===== src/rtl/fs_pkg.sv =====
package fs_pkg;
  typedef enum logic [2:0] {
    K_NOP, K_MOVL, K_ADDL, K_STW, K_CPY1, K_JMP1, K_TAIL
  } kind_t;

  typedef enum logic [1:0] {ST_REQ, ST_WAIT, ST_DEC, ST_CPW} state_t;

  typedef enum logic [1:0] {PEND_NONE, PEND_CPY, PEND_JMP} pend_t;

  localparam logic [7:0] OPC_MOVL = 8'h0E;
  localparam logic [7:0] OPC_ADDL = 8'h0F;
  localparam logic [7:0] OPC_JMP  = 8'hEF;
  localparam logic [6:0] OPC_STW  = 7'b0110111;
  localparam logic [3:0] OPC_CPY  = 4'hC;
  localparam logic [3:0] OPC_TAIL = 4'hF;
endpackage


===== src/rtl/fs_decode.sv =====
module fs_decode
  import fs_pkg::*;
(
  input  logic [7:0] op,
  output kind_t      kind
);
  always_comb begin
    kind = K_NOP;
    if (op[7:4] == OPC_TAIL)                  kind = K_TAIL;
    else if (op == OPC_MOVL)                  kind = K_MOVL;
    else if (op == OPC_ADDL)                  kind = K_ADDL;
    else if (op[7:1] == OPC_STW && !op[0])    kind = K_STW;
    else if (op == OPC_JMP)                   kind = K_JMP1;
    else if (op[7:4] == OPC_CPY)              kind = K_CPY1;
  end
endmodule


===== src/rtl/fs_bank_map.sv =====
module fs_bank_map #(
  parameter int FW   = 8,
  parameter int DA_W = 12
) (
  input  logic [FW-1:0]   fsel,
  output logic [DA_W-1:0] phys
);
  localparam int EXT_W = DA_W - FW;

  // lower half of the field stays low, upper half lands at the top of space
  assign phys = {{EXT_W{fsel[FW-1]}}, fsel};
endmodule


===== src/rtl/fs_pc.sv =====
module fs_pc #(
  parameter int PC_W = 21
) (
  input  logic            clk,
  input  logic            rst,
  input  logic            inc,
  input  logic            load,
  input  logic [PC_W-1:0] tgt,
  output logic [PC_W-1:0] pc
);
  localparam logic [PC_W-1:0] STEP = PC_W'(2);

  always_ff @(posedge clk) begin
    if (rst)       pc <= '0;
    else if (load) pc <= tgt;
    else if (inc)  pc <= pc + STEP;
  end


  pc_align_chk: assert property (@(posedge clk) disable iff (rst) pc[0] == 1'b0);
endmodule


===== src/rtl/fetch_seq.sv =====
module fetch_seq
  import fs_pkg::*;
#(
  parameter int PC_W = 21,
  parameter int IW   = 16,
  parameter int DW   = 8,
  parameter int FW   = 8,
  parameter int DA_W = 12
) (
  input  logic            clk,
  input  logic            rst,
  output logic [PC_W-1:0] imem_addr,
  output logic            imem_rd,
  input  logic [IW-1:0]   imem_data,
  input  logic [DW-1:0]   w_in,
  output logic            alu_en,
  output logic            alu_add,
  output logic [DW-1:0]   alu_k,
  output logic [DA_W-1:0] dram_addr,
  output logic            dram_re,
  output logic            dram_we,
  output logic [DW-1:0]   dram_wdata,
  input  logic [DW-1:0]   dram_rdata
);
  localparam int OP_W  = 8;
  localparam int SEC_W = IW - 4;
  localparam int JLO_W = IW - OP_W;

  state_t          st;
  pend_t           pend;
  kind_t           kind;
  logic [SEC_W-1:0] hold;
  logic [DW-1:0]   wd_q;
  logic            cp_q;
  logic [PC_W-1:0] pc;
  logic [PC_W-1:0] jmp_tgt;
  logic [DA_W-1:0] stw_phys;
  logic            dec_now, pc_load, pc_inc;

  fs_decode u_dec (.op(imem_data[IW-1 -: OP_W]), .kind(kind));

  fs_bank_map #(.FW(FW), .DA_W(DA_W)) u_map (
    .fsel(imem_data[FW-1:0]), .phys(stw_phys));

  assign dec_now = (st == ST_DEC);
  assign pc_load = dec_now && kind == K_TAIL && pend == PEND_JMP;
  assign pc_inc  = dec_now && !pc_load;
  assign jmp_tgt = PC_W'({imem_data[SEC_W-1:0], hold[JLO_W-1:0], 1'b0});

  fs_pc #(.PC_W(PC_W)) u_pc (
    .clk(clk), .rst(rst), .inc(pc_inc), .load(pc_load), .tgt(jmp_tgt), .pc(pc));

  always_ff @(posedge clk) begin
    if (rst) begin
      st <= ST_REQ;  pend <= PEND_NONE;  hold <= '0;
      imem_addr <= '0;  imem_rd <= 1'b0;
      alu_en <= 1'b0;  alu_add <= 1'b0;  alu_k <= '0;
      dram_addr <= '0;  dram_re <= 1'b0;  dram_we <= 1'b0;
      wd_q <= '0;  cp_q <= 1'b0;
    end else begin
      imem_rd <= 1'b0;  alu_en <= 1'b0;
      dram_re <= 1'b0;  dram_we <= 1'b0;  cp_q <= 1'b0;
      case (st)
        ST_REQ: begin
          imem_addr <= pc;
          imem_rd   <= 1'b1;
          st        <= ST_WAIT;
        end
        ST_WAIT: st <= ST_DEC;
        ST_DEC: begin
          st   <= ST_REQ;
          pend <= PEND_NONE;
          case (kind)
            K_MOVL, K_ADDL: begin
              alu_en  <= 1'b1;
              alu_add <= (kind == K_ADDL);
              alu_k   <= imem_data[DW-1:0];
            end
            K_STW: begin
              dram_addr <= stw_phys;
              dram_we   <= 1'b1;
              wd_q      <= w_in;
            end
            K_CPY1: begin
              pend <= PEND_CPY;
              hold <= imem_data[SEC_W-1:0];
            end
            K_JMP1: begin
              pend <= PEND_JMP;
              hold <= SEC_W'(imem_data[JLO_W-1:0]);
            end
            K_TAIL: begin
              if (pend == PEND_CPY) begin
                dram_addr <= hold;
                dram_re   <= 1'b1;
                hold      <= imem_data[SEC_W-1:0];
                st        <= ST_CPW;
              end
            end
            default: ;
          endcase
        end
        ST_CPW: begin
          dram_addr <= hold;
          dram_we   <= 1'b1;
          cp_q      <= 1'b1;
          st        <= ST_REQ;
        end
        default: st <= ST_REQ;
      endcase
    end
  end

  assign dram_wdata = cp_q ? dram_rdata : wd_q;


  fetch_pulse_chk: assert property (@(posedge clk) disable iff (rst)
    imem_rd |=> !imem_rd);

  copy_seq_chk: assert property (@(posedge clk) disable iff (rst)
    dram_re |=> (dram_we && !alu_en));

  strobe_excl_chk: assert property (@(posedge clk) disable iff (rst)
    !(dram_re && dram_we));

  jmp_target_chk: assert property (@(posedge clk) disable iff (rst)
    pc_load |-> ##2 (imem_rd && imem_addr == $past(jmp_tgt, 2)));
endmodule


===== config.mk =====
export PLATFORM = sky130hd
export DESIGN_NAME = fetch_seq
export DESIGN_NICKNAME = d
export VERILOG_FILES = /design/src/rtl/fs_pkg.sv /design/src/rtl/fs_decode.sv /design/src/rtl/fs_bank_map.sv /design/src/rtl/fs_pc.sv /design/src/rtl/fetch_seq.sv
export SDC_FILE = /design/constraint.sdc
export NUM_CORES = 1
export LEC_CHECK = 0
export ABC_AREA = 1
export CAP_MARGIN = 20
export CORE_MARGIN = 10
export CORE_UTILIZATION = 46
export DETAILED_ROUTE_END_ITERATION = 10
export PLACE_DENSITY = 0.76
export SYNTH_ARGS = -nofsm -noshare
export SYNTH_HDL_FRONTEND = slang
export SYNTH_SLANG_ARGS = --single-unit

===== constraint.sdc =====
create_clock -name clk -period 1.4 [get_ports clk]
set_clock_uncertainty 0.05 [all_clocks]
set_input_delay 0.42 -clock clk [delete_from_list [all_inputs] [get_ports clk]]
set_output_delay 0.42 -clock clk [all_outputs]
set_load 0.005 [all_outputs]

==> flow_results.org, run 1 <==
** Run status
- The run finished, with violations left.
- Failing checks :: negative setup slack

** Yosys
- The synthesized netlist contains 32 unique library cells.
- Proportion of synthesized chip area in sequential cells :: 41.8%
- Number of enable-type register cells in the synthesized netlist :: 0
- Number of register bits inferred by synthesis :: 90
- Library cell with the largest summed area after synthesis :: sky130_fd_sc_hd__dfxtp_1
- Of all flip-flops after synthesis, the portion carrying an async set or reset was 0%.
- Synthesis handed over a netlist of 627 instances.
- Syn. warnings :: 0
- By area the synthesized netlist is led by sky130_fd_sc_hd__dfxtp_1, sky130_fd_sc_hd__nand2_1, sky130_fd_sc_hd__a21oi_1, sky130_fd_sc_hd__o21ai_0, sky130_fd_sc_hd__inv_1.
- In this run the cell area of the synthesized design comes to 4310 µm².
- Among all flip-flop cells after synthesis, the most frequent one is sky130_fd_sc_hd__dfxtp_1.
- Post-synthesis average cell area :: 6.87 µm²
- Area share of the largest cell type after synthesis :: 41.8%
- Net count after synthesis :: 662

** Floorplan
- Once the floorplan was initialized, standard cells occupied 46.8% of the core.
- Die extent in x :: 117 µm
- In this run the standard cell core region covers 9200 µm².
- Number of top-level pins :: 88
- The floorplan step defined a die boundary enclosing 13600 µm².
- The floorplan has 35 rows.
- Die Y-Extent :: 117 µm

** Finish
- After the flow finishes, the layout carries non-filler instances totaling 917.
- Counting the fill cells in the layout gives 633.
- Multi-input logic area :: 2560 µm²
- 0 antenna diodes ended up in the layout.
- Across the whole layout, storage elements account for 1880 µm².
- In the final layout, the share of cells above drive strength 1 is 41.4%.
- P&R area growth vs syn :: 61.1%
- The final layout contains 836 nets.

** Power and ir drop
- Combinational group share of total power :: 16.5%
- For this design the total switching power over the nets is 1.48 mW.
- Maximum vdd drop :: 406 µV
- Sequential fraction of design power :: 49.9%
- In this run the static leakage power is 2.90 nW.
- Net switching is 27.7% of the power.
- The clock network accounts for 33.6% of the total power.
- Cell-internal power :: 3.88 mW
- Power per Cell Area :: 772 nW/µm²

** Critical path
- STA puts the critical path data required time at 930 ps.
- In this run the critical register-to-register path is launched from st[0].
- On the worst path, the slowest cell contributes a delay of 360 ps.
- Along the worst path, the maximum fanout reaches 8.
- STA classifies the critical path endpoint as an output port.
- End of the worst register-to-register path :: u_pc.pc[6]
- The cell family contributing the most delay on the critical path is flip-flops.
- CP startpoint kind :: flop
- For the worst setup path, the data arrival time is 1110 ps.
- Together, buffers and inverters on the worst path number 2.
- The number of cells on the worst reg-to-reg path is 9.
- For flop-to-flop paths, the worst setup slack is -80 ps.
- The slowest stage of the critical path is the sky130_fd_sc_hd__dfxtp_2 cell.
- By startpoint and endpoint, the worst setup path is classified as flop to output port.
- Walking the worst path, the cells encountered are buf_6 -> nand2_2 -> o21ai_1 -> buf_2.

** Detailed routing
- Average detailed-routed wire length per instance :: 18.3 µm
- After detailed routing, the number of vias per cell comes to 5.61.
- For this run, design rule violations remaining after detail routing come to 0.
- Wire length after detailed routing :: 16800 µm
- Number of iterations in the first detailed-routing pass :: 9
- Routed wire length on met3 :: 1520 µm
- Met1 Routed Length :: 6360 µm
- Met2 WL post-DR :: 7990 µm
- Number of DRC markers in iteration 0 :: 464
- In this run the remaining antenna-violating nets after routing total 0.
- Routed vias :: 5148
- The highest metal layer carrying signal wires in the routed design is met4.

** Clock tree
- Number of buffers on the longest clock path :: 2
- The H-tree was split into 3 levels.
- Clock sink count :: 90
- TritonCTS buffer count :: 9
- Reg clk slew, reported paths :: 100 ps
- Worst skew pair latency :: 360 ps
- TritonCTS built the clock tree.
- Clock root buffer :: sky130_fd_sc_hd__clkbuf_8

** STA
- Derived from the worst setup path, the maximum achievable clock frequency is 0.632 GHz.
- Fin. Hold Viols :: 0
- Setup slack on the critical path of the routed design comes to -183 ps.
- RSZ-0062 raised after global routing :: yes
- The smallest clock period supported by the final layout is computed as 1580 ps.
- Final setup vio count :: 28
- In the finished design, the share of the clock period the worst path needs comes to 113%.
- Max-slew violation total from the final report :: 0

** Placement
- Cell total after placement :: 874
- Routability-driven placement finished with a final weighted congestion of 0.923.
- Port buffering added 86 buffers.
- The HPWL after detailed placement is 10300 µm.
- Prior to clock tree synthesis, the placed netlist has a worst setup slack of -871 ps.

** Global routing
- Via count of the first global-routing pass :: 4739
- Global routing finished with a remaining overflow of 0.
- Global routing used 20.9% of the available tracks across all layers.
- Global-route wire length before repair :: 22900 µm
- The initial antenna violation count is 0.
- Maximum number of pins on one net before global-route repair :: 37

** Hold path
- Min-delay src :: imem_data[13]
- The worst hold path terminates at pend[0].
- In this run the worst hold path is classified as input pin to flop.
- The worst hold path was traced through 4 stages.

** Job
- The tool flagged a number of max-cap violations equal to 0.
cells in the final DEF, fill, tap and decap left out, types with 15 or more instances in the layout:
| master | instances |
|---|---|
| sky130_fd_sc_hd__nand2_1 | 115 |
| sky130_fd_sc_hd__buf_4 | 83 |
| sky130_fd_sc_hd__a21oi_1 | 62 |
| sky130_fd_sc_hd__inv_1 | 60 |
| sky130_fd_sc_hd__dfxtp_2 | 49 |
| sky130_fd_sc_hd__dfxtp_1 | 36 |
| sky130_fd_sc_hd__nand3_1 | 34 |
| sky130_fd_sc_hd__o21ai_0 | 33 |
| sky130_fd_sc_hd__nor2_1 | 27 |
| sky130_fd_sc_hd__clkdlybuf4s15_1 | 25 |
| sky130_fd_sc_hd__nand2_2 | 19 |
| sky130_fd_sc_hd__nand4_1 | 19 |
| sky130_fd_sc_hd__o21ai_1 | 17 |
| sky130_fd_sc_hd__clkdlybuf4s50_1 | 17 |
| sky130_fd_sc_hd__a21oi_2 | 15 |
routing by layer:
layer / vias to the layer above / global-route usage [%]
met5: - / 0
met4: 0 / 11.3
met3: 80 / 4.64
met2: 295 / 34.0
met1: 2368 / 25.2
li1: 2405 / -
power by group through the flow:
stage                     Sequential (mW)  Clock, mW  Combinational (mW)
after floorplan                      2.73          0               0.298
after global placement               2.73          0               0.728
after detailed placement             2.73          0               0.740
after CTS                            2.68       1.79               0.755
after global routing                 2.68       1.92               0.943
final                                2.67       1.80               0.885
tightest hold or removal path, stage by stage:
cell,delay [ps]
sky130_fd_sc_hd__buf_8,100
sky130_fd_sc_hd__nor3_4,50
sky130_fd_sc_hd__nand2_1,50
sky130_fd_sc_hd__a21oi_1,50
metrics by stage:
stage	setup TNS [ps]	power, mW	utilization [%]	area (µm²)	hold WS [ps]
after global placement	-48920	3.46	64.7	5950	384
after floorplan	-932	3.03	-	4390	374
after CTS	-1190	5.23	69.6	6400	416
after global routing	-4760	5.54	75.5	6940	317
after detailed placement	-52690	3.47	64.7	5950	399
final	-2190	5.36	75.5	6940	297
area by class of cell:
class	instances	area share, %
Timing Repair Buffer	195	26.6
Multi-Input combinational cell	429	36.9
Sequential cell	90	27.1
Clock inverter	7	1.01
Tap cell	111	2.00
Timing Repair inverter	1	0.0901
Inverter	75	4.51
Clock buffer	9	1.78
kinds of logic after synthesis:
family / share of synthesized area, %
XOR/XNOR: 1.42
AND/OR/NAND/NOR: 28.8
flip-flops: 41.8
AO/OA/AOI/OAI: 17.1
adder cells (fa/ha/maj): 0.290
buffers and inverters: 10.5
other: 0.0870
state kept, by name, indices dropped and copies added (netlist names), 2 cells and up:
register,flops
u_pc.pc,20
imem_addr,20
alu_k,8
dram_addr,12
pend,2
hold,12
wd_q,8
st,2
synth_stat cells, drive strengths merged (5+ instances only):
| master | instances |
|---|---|
| dfxtp | 90 |
| nor2 | 49 |
| xor2 | 5 |
| o21ai | 58 |
| nand4 | 20 |
| nand2 | 144 |
| nor3 | 6 |
| nand3 | 53 |
| inv | 75 |
| clkbuf | 17 |
| buf | 17 |
| a21oi | 77 |
| o211ai | 7 |
timing repair:
item	4_1_cts	5_1_grt
setup endpoints to repair	118	93
hold buffers	0	0
resized for setup	246	175
gates cloned	2	5
pin swaps	28	47
endpoints found under the hold margin	0	0
setup buffers	10	10
worst max-delay path by stage:
stage | from | end | slack [ps] | cells past startpoint
floorplan | imem_data[9] | hold[3] | -70 | 9
global placement | imem_data[8] | hold[8] | -780 | 9
detailed placement | imem_data[8] | hold[11] | -870 | 9
CTS | cp_q | dram_wdata[3] | -160 | 4
global route | cp_q | dram_wdata[2] | -250 | 4
finish | cp_q | dram_wdata[4] | -180 | 4
No activity file was read; power rests on OpenSTA's default activity.
==> run 2: changes to the inputs <==
--- a/config.mk
+++ b/config.mk
@@ -11,6 +11,7 @@
 export CORE_UTILIZATION = 46
 export DETAILED_ROUTE_END_ITERATION = 10
 export PLACE_DENSITY = 0.76
+export SLEW_MARGIN = 30
 export SYNTH_ARGS = -nofsm -noshare
 export SYNTH_HDL_FRONTEND = slang
 export SYNTH_SLANG_ARGS = --single-unit
==> results of run 2 <==
Same layout as run 1: the final DEF is identical, and so are final timing and power.
